### config.mk
export PLATFORM = sky130hd
export DESIGN_NAME = busctl_top
export DESIGN_NICKNAME = d
export VERILOG_FILES = /design/src/rtl/busctl_pkg.sv /design/src/rtl/busctl_agen.sv /design/src/rtl/busctl_fsm.sv /design/src/rtl/busctl_dpath.sv /design/src/rtl/busctl_top.sv
export SDC_FILE = /design/constraint.sdc
export NUM_CORES = 1
export LEC_CHECK = 0
export CELL_PAD_IN_SITES_DETAIL_PLACEMENT = 1
export CELL_PAD_IN_SITES_GLOBAL_PLACEMENT = 1
export CORE_MARGIN = 2
export CORE_UTILIZATION = 34
export CTS_CLUSTER_SIZE = 8
export DETAILED_ROUTE_END_ITERATION = 10
export PLACE_DENSITY_LB_ADDON = 0.1
export REMOVE_ABC_BUFFERS = 1
export SYNTH_ARGS = -nofsm -noshare
export SYNTH_HDL_FRONTEND = slang
export SYNTH_SLANG_ARGS = --single-unit
### constraint.sdc
create_clock -name clk -period 5.2 [get_ports clk]
set_input_delay 1.56 -clock clk [delete_from_list [all_inputs] [get_ports clk]]
set_output_delay 1.56 -clock clk [all_outputs]
set_load 0.05 [all_outputs]
### src/rtl/busctl_pkg.sv
package busctl_pkg;
  typedef enum logic [2:0] {
    ST_IDLE = 3'd0,
    ST_T1   = 3'd1,
    ST_T2   = 3'd2,
    ST_T3   = 3'd3,
    ST_TW   = 3'd4,
    ST_T4   = 3'd5
  } bstate_t;

  typedef struct packed {
    logic io;
    logic wr;
    logic word;
  } bctl_t;
endpackage

### src/rtl/busctl_agen.sv
module busctl_agen #(
  parameter int SEG_W  = 16,
  parameter int OFF_W  = 16,
  parameter int ADDR_W = 20
) (
  input  logic [SEG_W-1:0]  seg,
  input  logic [OFF_W-1:0]  off,
  input  logic              io,
  output logic [ADDR_W-1:0] phys
);
  localparam int SHIFT = ADDR_W - SEG_W;

  logic [ADDR_W-1:0] seg_base;
  logic [ADDR_W-1:0] off_ext;

  always_comb begin
    seg_base = ADDR_W'(seg) << SHIFT;
    off_ext  = ADDR_W'(off);
    // Sum is truncated to ADDR_W bits: carry past the top bit is lost.
    phys     = io ? off_ext : (seg_base + off_ext);
  end
endmodule

### src/rtl/busctl_fsm.sv
module busctl_fsm
  import busctl_pkg::*;
(
  input  logic    clk,
  input  logic    rst,
  input  logic    req_valid,
  input  logic    ready,
  output bstate_t state,
  output logic    accept,
  output logic    fire,
  output logic    capture
);
  bstate_t nxt;

  always_comb begin
    accept  = (state == ST_IDLE) || (state == ST_T4);
    fire    = accept && req_valid;
    capture = ((state == ST_T3) || (state == ST_TW)) && ready;
    case (state)
      ST_IDLE: nxt = fire ? ST_T1 : ST_IDLE;
      ST_T1:   nxt = ST_T2;
      ST_T2:   nxt = ST_T3;
      ST_T3:   nxt = ready ? ST_T4 : ST_TW;
      ST_TW:   nxt = ready ? ST_T4 : ST_TW;
      ST_T4:   nxt = fire ? ST_T1 : ST_IDLE;
      default: nxt = ST_IDLE;
    endcase
  end

  always_ff @(posedge clk) begin
    if (rst) state <= ST_IDLE;
    else     state <= nxt;
  end
endmodule

### src/rtl/busctl_dpath.sv
module busctl_dpath
  import busctl_pkg::*;
#(
  parameter int DATA_W = 16,
  parameter int BYTE_W = 8,
  parameter int ADDR_W = 20
) (
  input  logic              clk,
  input  logic              rst,
  input  bstate_t           state,
  input  logic              fire,
  input  logic              capture,
  input  logic [ADDR_W-1:0] phys,
  input  bctl_t             ctl_in,
  input  logic [DATA_W-1:0] wdata,
  input  logic [DATA_W-1:0] ad_in,
  output logic [ADDR_W-1:0] ad_out,
  output logic              ad_oe,
  output logic              ale,
  output logic              rd_n,
  output logic              wr_n,
  output logic              io,
  output logic              word,
  output logic              done,
  output logic [DATA_W-1:0] rdata
);
  localparam logic [DATA_W-1:0] LOW_MASK = DATA_W'({BYTE_W{1'b1}});

  logic [ADDR_W-1:0] addr_q;
  logic [DATA_W-1:0] wdata_q;
  bctl_t             ctl_q;
  logic              in_data;
  logic              strobe_win;

  always_ff @(posedge clk) begin
    if (rst) begin
      addr_q  <= '0;
      wdata_q <= '0;
      ctl_q   <= '0;
      done    <= 1'b0;
      rdata   <= '0;
    end else begin
      if (fire) begin
        addr_q  <= phys;
        ctl_q   <= ctl_in;
        wdata_q <= ctl_in.word ? wdata : (wdata & LOW_MASK);
      end
      done <= capture;
      if (capture && !ctl_q.wr)
        rdata <= ctl_q.word ? ad_in : (ad_in & LOW_MASK);
    end
  end

  always_comb begin
    in_data    = (state == ST_T2) || (state == ST_T3) ||
                 (state == ST_TW) || (state == ST_T4);
    strobe_win = (state == ST_T2) || (state == ST_T3) || (state == ST_TW);
    ale        = (state == ST_T1);
    ad_oe      = ale || (in_data && ctl_q.wr);
    ad_out     = ale ? addr_q : ((in_data && ctl_q.wr) ? ADDR_W'(wdata_q) : '0);
    rd_n       = !(strobe_win && !ctl_q.wr);
    wr_n       = !(strobe_win && ctl_q.wr);
    io         = (state != ST_IDLE) && ctl_q.io;
    word       = (state != ST_IDLE) && ctl_q.word;
  end
endmodule

### src/rtl/busctl_top.sv
module busctl_top
  import busctl_pkg::*;
#(
  parameter int SEG_W  = 16,
  parameter int OFF_W  = 16,
  parameter int DATA_W = 16,
  parameter int BYTE_W = 8,
  parameter int ADDR_W = 20
) (
  input  logic              clk,
  input  logic              rst,
  input  logic              req_valid,
  input  logic [SEG_W-1:0]  req_seg,
  input  logic [OFF_W-1:0]  req_off,
  input  logic              req_io,
  input  logic              req_wr,
  input  logic              req_word,
  input  logic [DATA_W-1:0] req_wdata,
  output logic              req_accept,
  output logic [ADDR_W-1:0] bus_ad_out,
  output logic              bus_ad_oe,
  input  logic [DATA_W-1:0] bus_ad_in,
  output logic              bus_ale,
  output logic              bus_rd_n,
  output logic              bus_wr_n,
  output logic              bus_io,
  output logic              bus_word,
  input  logic              bus_ready,
  output logic              rsp_done,
  output logic [DATA_W-1:0] rsp_rdata
);
  bstate_t           state;
  logic              fire;
  logic              capture;
  logic [ADDR_W-1:0] phys;
  bctl_t             ctl_in;

  assign ctl_in = '{io: req_io, wr: req_wr, word: req_word};

  busctl_agen #(.SEG_W(SEG_W), .OFF_W(OFF_W), .ADDR_W(ADDR_W)) u_agen (
    .seg (req_seg),
    .off (req_off),
    .io  (req_io),
    .phys(phys)
  );

  busctl_fsm u_fsm (
    .clk      (clk),
    .rst      (rst),
    .req_valid(req_valid),
    .ready    (bus_ready),
    .state    (state),
    .accept   (req_accept),
    .fire     (fire),
    .capture  (capture)
  );

  busctl_dpath #(.DATA_W(DATA_W), .BYTE_W(BYTE_W), .ADDR_W(ADDR_W)) u_dpath (
    .clk    (clk),
    .rst    (rst),
    .state  (state),
    .fire   (fire),
    .capture(capture),
    .phys   (phys),
    .ctl_in (ctl_in),
    .wdata  (req_wdata),
    .ad_in  (bus_ad_in),
    .ad_out (bus_ad_out),
    .ad_oe  (bus_ad_oe),
    .ale    (bus_ale),
    .rd_n   (bus_rd_n),
    .wr_n   (bus_wr_n),
    .io     (bus_io),
    .word   (bus_word),
    .done   (rsp_done),
    .rdata  (rsp_rdata)
  );
endmodule

==> results of run 1 <==
## layout make-up
type	count	area (um2)	share of cell area, %
Sequential cell	59	1181	26.41
Clock buffer	13	168.9	3.777
Clock inverter	2	10.01	0.2238
Multi-Input combinational cell	300	1803	40.32
Inverter	4	15.01	0.3358
Timing Repair Buffer	117	1159	25.91
Tap cell	108	135.1	3.022
## registers in the layout (all words and copies together) (netlist names)
signal and cells:
u_dpath.rdata 16, u_dpath.ctl_q 3, u_dpath.wdata_q 16, u_fsm.state 3
u_dpath.addr_q 20, u_dpath.done 1
## cells in the final DEF (no fill, tap or decap), drive strengths merged, types with 5 or more instances in the layout
master | synthesis | final
xnor2 | 6 | 6
o211ai | 9 | 9
nand2 | 84 | 84
nor3 | 5 | 5
o21ai | 7 | 7
a22o | 16 | 16
nor2 | 18 | 18
clkdlybuf4s50 | 0 | 113
dfxtp | 59 | 59
a21oi | 56 | 56
and2 | 7 | 7
clkbuf | 19 | 13
ha | 12 | 12
nand3 | 22 | 22
a211oi | 5 | 5
## logic make-up (layout without fill, tap and decap cells)
kind of cell | count (synthesis) | count (layout)
buffers and inverters | 32 | 136
adder cells (fa/ha/maj) | 13 | 13
multiplexers | 5 | 5
AND/OR/NAND/NOR | 156 | 156
flip-flops | 59 | 59
XOR/XNOR | 10 | 10
AO/OA/AOI/OAI | 116 | 116
## metal layers
| layer | GRT usage (%) | share of wire (%) |
|---|---|---|
| met1 | 22.75 | 45 |
| met5 | 0 | 0 |
| met2 | 34.30 | 50 |
| met3 | 3.233 | 4.1 |
| met4 | 6.006 | 1.1 |
## through the flow
stage | area [um2] | hold slack [ns] | cells
2_1_floorplan | 2989 | 0.4255 | 363
3_3_place_gp | 4293 | 0.4383 | 588
3_5_place_dp | 4293 | 0.4465 | 588
4_1_cts | 4472 | 0.4549 | 603
5_1_grt | 4472 | 0.4794 | 603
6_report | 4472 | 0.4495 | 603
## report_power, final
part / internal [W] / leakage [nW] / switching, W
Combinational: 0.000158 / 1.09 / 0.000216
Sequential: 0.000488 / 0.481 / 0.0000292
Clock: 0.000208 / 0.0953 / 0.000168
Total: 0.000854 / 1.67 / 0.000413
## worst paths after layout
kind                startpoint                 to  cells after the start
max             u_fsm.state[1]     bus_ad_out[10]                      4
min          u_dpath.rdata[14]  u_dpath.rdata[14]                      2
max reg2reg     u_fsm.state[1]  u_dpath.rdata[13]                      5
min reg2reg  u_dpath.rdata[14]  u_dpath.rdata[14]                      2
## critical path: cells and delay by family (launching register included)
kind / cells / cell delay (ns)
simple gates: 1 / 0.59
compound gates: 1 / 0.22
flops: 1 / 0.59
buf+inv: 1 / 0.84
xor+xnor: 1 / 0.17
==> reports/metrics.yaml, run 1 <==
floorplan:
  ioPinCount: 115
  design.core.area_um2: 8806
  design.die.area_um2: 9906
  die_x_um: 99.53
  start_util_pct: 35.24
  rows: 34
  die_h_um: 99.53
synthesis:
  ys_seq_area_share_pct: 38.06
  netlist_instances: 391
  yosys_warnings: 0
  synth_edf_count: 0
  post-synth-top-count-cell: "nand2_1"
  synth_adder_area_share_pct: 5.484
  synth_top_area_share_pct: 38.06
  yosysUniqueCellTypes: 50
  yosys.area_share.simple_pct: 23.43
  syn_area_per_cell_um2: 7.936
  synth-compound-area-share_pct: 24.35
  synthTopCellsByCount: "nand2_1, dfxtp_1, a21oi_1"
  muxShareOfSynthArea_pct: 1.694
  synthArstFlopShare_pct: 0
  synthTopCellsByArea: "dfxtp_1, nand2_1, a21oi_1"
  synth_top_family_by_area: "compound AO/OA/AOI/OAI gates"
  yosysTopAreaCell: "dfxtp_1"
  synth_xor_area_share_pct: 2.823
  ys.flop_type: "dfxtp_1"
  netlist_area_um2: 3103
  ys_seq_elements: 59
global_routing:
  track_usage_pct: 18.95
  grt_max_degree: 57
  antenna_found_initial: 0
  grt_pass1_wl_um: 15320
  grt_pass1_vias: 3280
  grt-ovfl-total: 0
setup_path:
  rrSetupSlack_ns: 3.03
  cp.arrival_ns: 2.75
  crit_type: "flop to output pin"
  endpoint_kind: "output pin"
  max_stage_delay_ns: 0.84
  cp_slowest_cell: "clkdlybuf4s50_1"
  critPathRequiredTime_ns: 3.64
  crit_chain: "xor2_1, and2_1, a22o_1, clkdlybuf4s50_1"
  path_max_fanout: 17
  cp-start-kind: "flop"
timing:
  fin_skew_ns: 0.007562
  fin_crit_ns: 4.311
  slew_headroom_pct: 27.32
  tightest_slew_ns: 1.090
  rsz0062_at_grt: "false"
  fin_ws_ns: 0.8893
  finalHoldViolCount: 0
  final.setup.tns_ns: 0
  report.final.slew_viol_count: 0
  finalCritPeriodShare_pct: 82.90
  setup_violations: 0
  clock.fmax_mhz: 232.0
clock_network:
  clkTransAtPathRegs_ns: 0.06
  clockBufferDepth: 2
  cts_num_sinks: 59
  ctsResizeCount: 0
  holdBufCountCts: 0
  cts_tree: "done"
  numCtsBuffers: 9
  cts-root-buf: "clkbuf_8"
  worstSkewPairLatency_ns: 0.33
  cts_max_level: 3
  post-cts-setup-buffer-count: 0
routing:
  dr_total_vias: 3182
  first_pass_iters: 4
  wl_per_cell_um: 15.36
  drc: 0
  ant_nets: 0
  viasPerCell: 5.277
  drt-total-wl_um: 9262
  drt_iter0_markers: 101
final_layout:
  fin_util_pct: 50.78
  syn2layout_area_growth_pct: 44.11
  drive_above_1_share_pct: 6.263
  fill_cells: 1060
  antennaDiodeCount: 0
  finalNetCount: 575
placed_design:
  pre_cts_ws_ns: 1.041
  gp_congestion: 0.7666
  numPortBuffers: 114
  place_hpwl_um: 6927
power_and_ir_drop:
  p_total_w: 0.001267
  vdd_drop_max_mv: 0.1018
  leakage_nw: 1.667
  power_per_cell_area_nw_per_um2: 283.3
status:
  outcome: "complete, no violations"
job:
  maxCapViolations: 0
hold_path:
  hp-class: "flop to flop"
No activity file was read; power rests on OpenSTA's default activity.
==> inputs of run 2 (changes only) <==
--- a/config.mk
+++ b/config.mk
@@ -8,7 +8,7 @@
 export CELL_PAD_IN_SITES_DETAIL_PLACEMENT = 1
 export CELL_PAD_IN_SITES_GLOBAL_PLACEMENT = 1
 export CORE_MARGIN = 2
-export CORE_UTILIZATION = 34
+export CORE_UTILIZATION = 29
 export CTS_CLUSTER_SIZE = 8
 export DETAILED_ROUTE_END_ITERATION = 10
 export PLACE_DENSITY_LB_ADDON = 0.1
==> constraint.sdc (replaced) <==
create_clock -name clk -period 3.6 [get_ports clk]
set_input_delay 1.08 -clock clk [delete_from_list [all_inputs] [get_ports clk]]
set_output_delay 1.08 -clock clk [all_outputs]
set_load 0.05 [all_outputs]
==> run 2 against run 1 <==
Via count is 0.31% lower. Worst hold slack better by 0.0031 ns. Final area up 1.8%. Sequential cell count did not move. Count of clock-buffer cells in the layout is 1 lower. Setup slack lost 0.68 ns. Non-clock buffer count up 9. Sequential power increased by 44%. First-iteration DRC count is 15% lower. Clock power rose by 67%.
==> reports/metrics.yaml, run 2 (synthesis results as in run 1) <==
global_routing:
  grt_pass1_wl_um: 15680
  grt_max_degree: 41
  track_usage_pct: 17.23
  antenna_found_initial: 0
  grt-ovfl-total: 0
  grt_pass1_vias: 3206
clock_network:
  clkTransAtPathRegs_ns: 0.07
  clockBufferDepth: 2
  numCtsBuffers: 9
  cts_num_sinks: 59
  cts-root-buf: "clkbuf_8"
  worstSkewPairLatency_ns: 0.33
  cts_max_level: 3
  cts_tree: "done"
  holdBufCountCts: 0
  ctsResizeCount: 0
  post-cts-setup-buffer-count: 0
final_layout:
  syn2layout_area_growth_pct: 46.69
  final_cells: 641
  fin_util_pct: 43.89
  regMostFlops: "u_dpath.addr_q"
  reg_top3: "u_dpath.addr_q x20, u_dpath.rdata x16, u_dpath.wdata_q x16"
  final_area_um2: 4552
  antennaDiodeCount: 0
  drive_above_1_share_pct: 11.88
  fill_cells: 1277
  layout_commonest_cell: "clkdlybuf4s50_1"
  largest_reg_flops: 20
  layout_common_cells: "clkdlybuf4s50_1, nand2_1, dfxtp_1"
  finalNetCount: 584
floorplan:
  design.core.area_um2: 10370
  start_util_pct: 29.92
  die_x_um: 107.4
  design.die.area_um2: 11540
  die_h_um: 107.4
  ioPinCount: 115
  rows: 37
setup_path:
  max_stage_delay_ns: 0.80
  r2r-start: "u_fsm.state[2]"
  cp-start-kind: "flop"
  crit_chain: "inv_1, nor3_2, and2_1, clkdlybuf4s50_1"
  crit_start: "u_fsm.state[0]"
  endpoint_kind: "output pin"
  cpLargestDelayFamily: "buffers and inverters"
  path_buf_inv: 2
  cp_slowest_cell: "clkdlybuf4s50_1"
  critPathRequiredTime_ns: 2.52
  cp.arrival_ns: 2.31
  path_max_fanout: 7
  crit_type: "flop to output pin"
timing:
  tightest_slew_ns: 0.5684
  clock.fmax_mhz: 295.1
  fin_skew_ns: 0.008593
  fin_crit_ns: 3.389
  slew_headroom_pct: 62.11
  fin_ws_ns: 0.2113
  setup_violations: 0
  rsz0062_at_grt: "false"
  finalHoldViolCount: 0
  report.final.slew_viol_count: 0
  finalCritPeriodShare_pct: 94.13
hold_path:
  hp-start: "u_dpath.wdata_q[11]"
  hp-class: "flop to flop"
placed_design:
  placed_cell_area_um2: 4348
  pre_cts_ws_ns: -0.02077
  gp_congestion: 0.7805
  dp.cells: 625
  numPortBuffers: 114
  place_hpwl_um: 7381
routing:
  wl_per_cell_um: 15.27
  drt-total-wl_um: 9791
  drt_iter0_markers: 86
  dr_total_vias: 3172
  first_pass_iters: 4
  ant_nets: 0
  drc: 0
  viasPerCell: 4.949
power_and_ir_drop:
  vdd_drop_max_mv: 0.1432
  power_per_cell_area_nw_per_um2: 422.2
  leakage_nw: 1.761
job:
  maxCapViolations: 0
status:
  outcome: "complete, no violations"
==> run 2: cell count changes in the layout (fill, tap and decap cells not counted) <==
| cell | change |
|---|---|
| buf_4 | +28 |
| clkdlybuf4s50_1 | -19 |
| bufinv_16 | +1 |
| clkbuf_8 | -1 |
| clkinv_4 | +1 |
==> run 2: layout make-up <==
cell class	instances	area (um2)	area share, %
clock buffer	12	155.1	3.408
clock inverter	4	48.80	1.072
inverter	4	15.01	0.3299
multi-input combinational	300	1803	39.61
sequential	59	1181	25.95
tap	136	170.2	3.738
timing repair buffer	126	1179	25.89
==> run 2: tightest hold or removal path: cells and delay by family, from the launching register on <==
kind | cells | cell delay, ns
flops | 1 | 0.31
compound gates | 1 | 0.05
simple gates | 1 | 0.05
==> run 2: layer usage <==
metal | global-route usage, % | up-vias | wire length (um)
li1 | - | 1608 | -
met1 | 20.94 | 1473 | 4467
met2 | 30.38 | 82 | 4759
met3 | 3.632 | 9 | 436
met4 | 5.311 | 0 | 128
met5 | 0 | - | 0
==> run 2: final timing paths <==
kind,to,slack [ns],cells after the start
worst max-delay path,bus_ad_out[17],0.21,4
worst min-delay path,u_dpath.wdata_q[11],0.45,2
worst max register to register,u_dpath.addr_q[15],1.48,5
worst min register to register,u_dpath.wdata_q[11],0.45,2
==> run 2: stage by stage <==
stage	total power, W	hold slack, ns	setup TNS, ns
final	0.001922	0.4526	0
after global routing	0.002036	0.4788	0
after CTS	0.001948	0.4569	0
after detailed placement	0.001316	0.4467	-0.02077
after global placement	0.001303	0.4383	0
after floorplan	0.001075	0.4255	-17.28
==> run 2: report_power, final <==
group	leakage, nW	internal (W)	switching [W]
clock network	0.106	0.000357	0.000271
registers	0.481	0.000704	0.0000428
logic	1.17	0.000232	0.000314
total	1.76	0.00129	0.000628
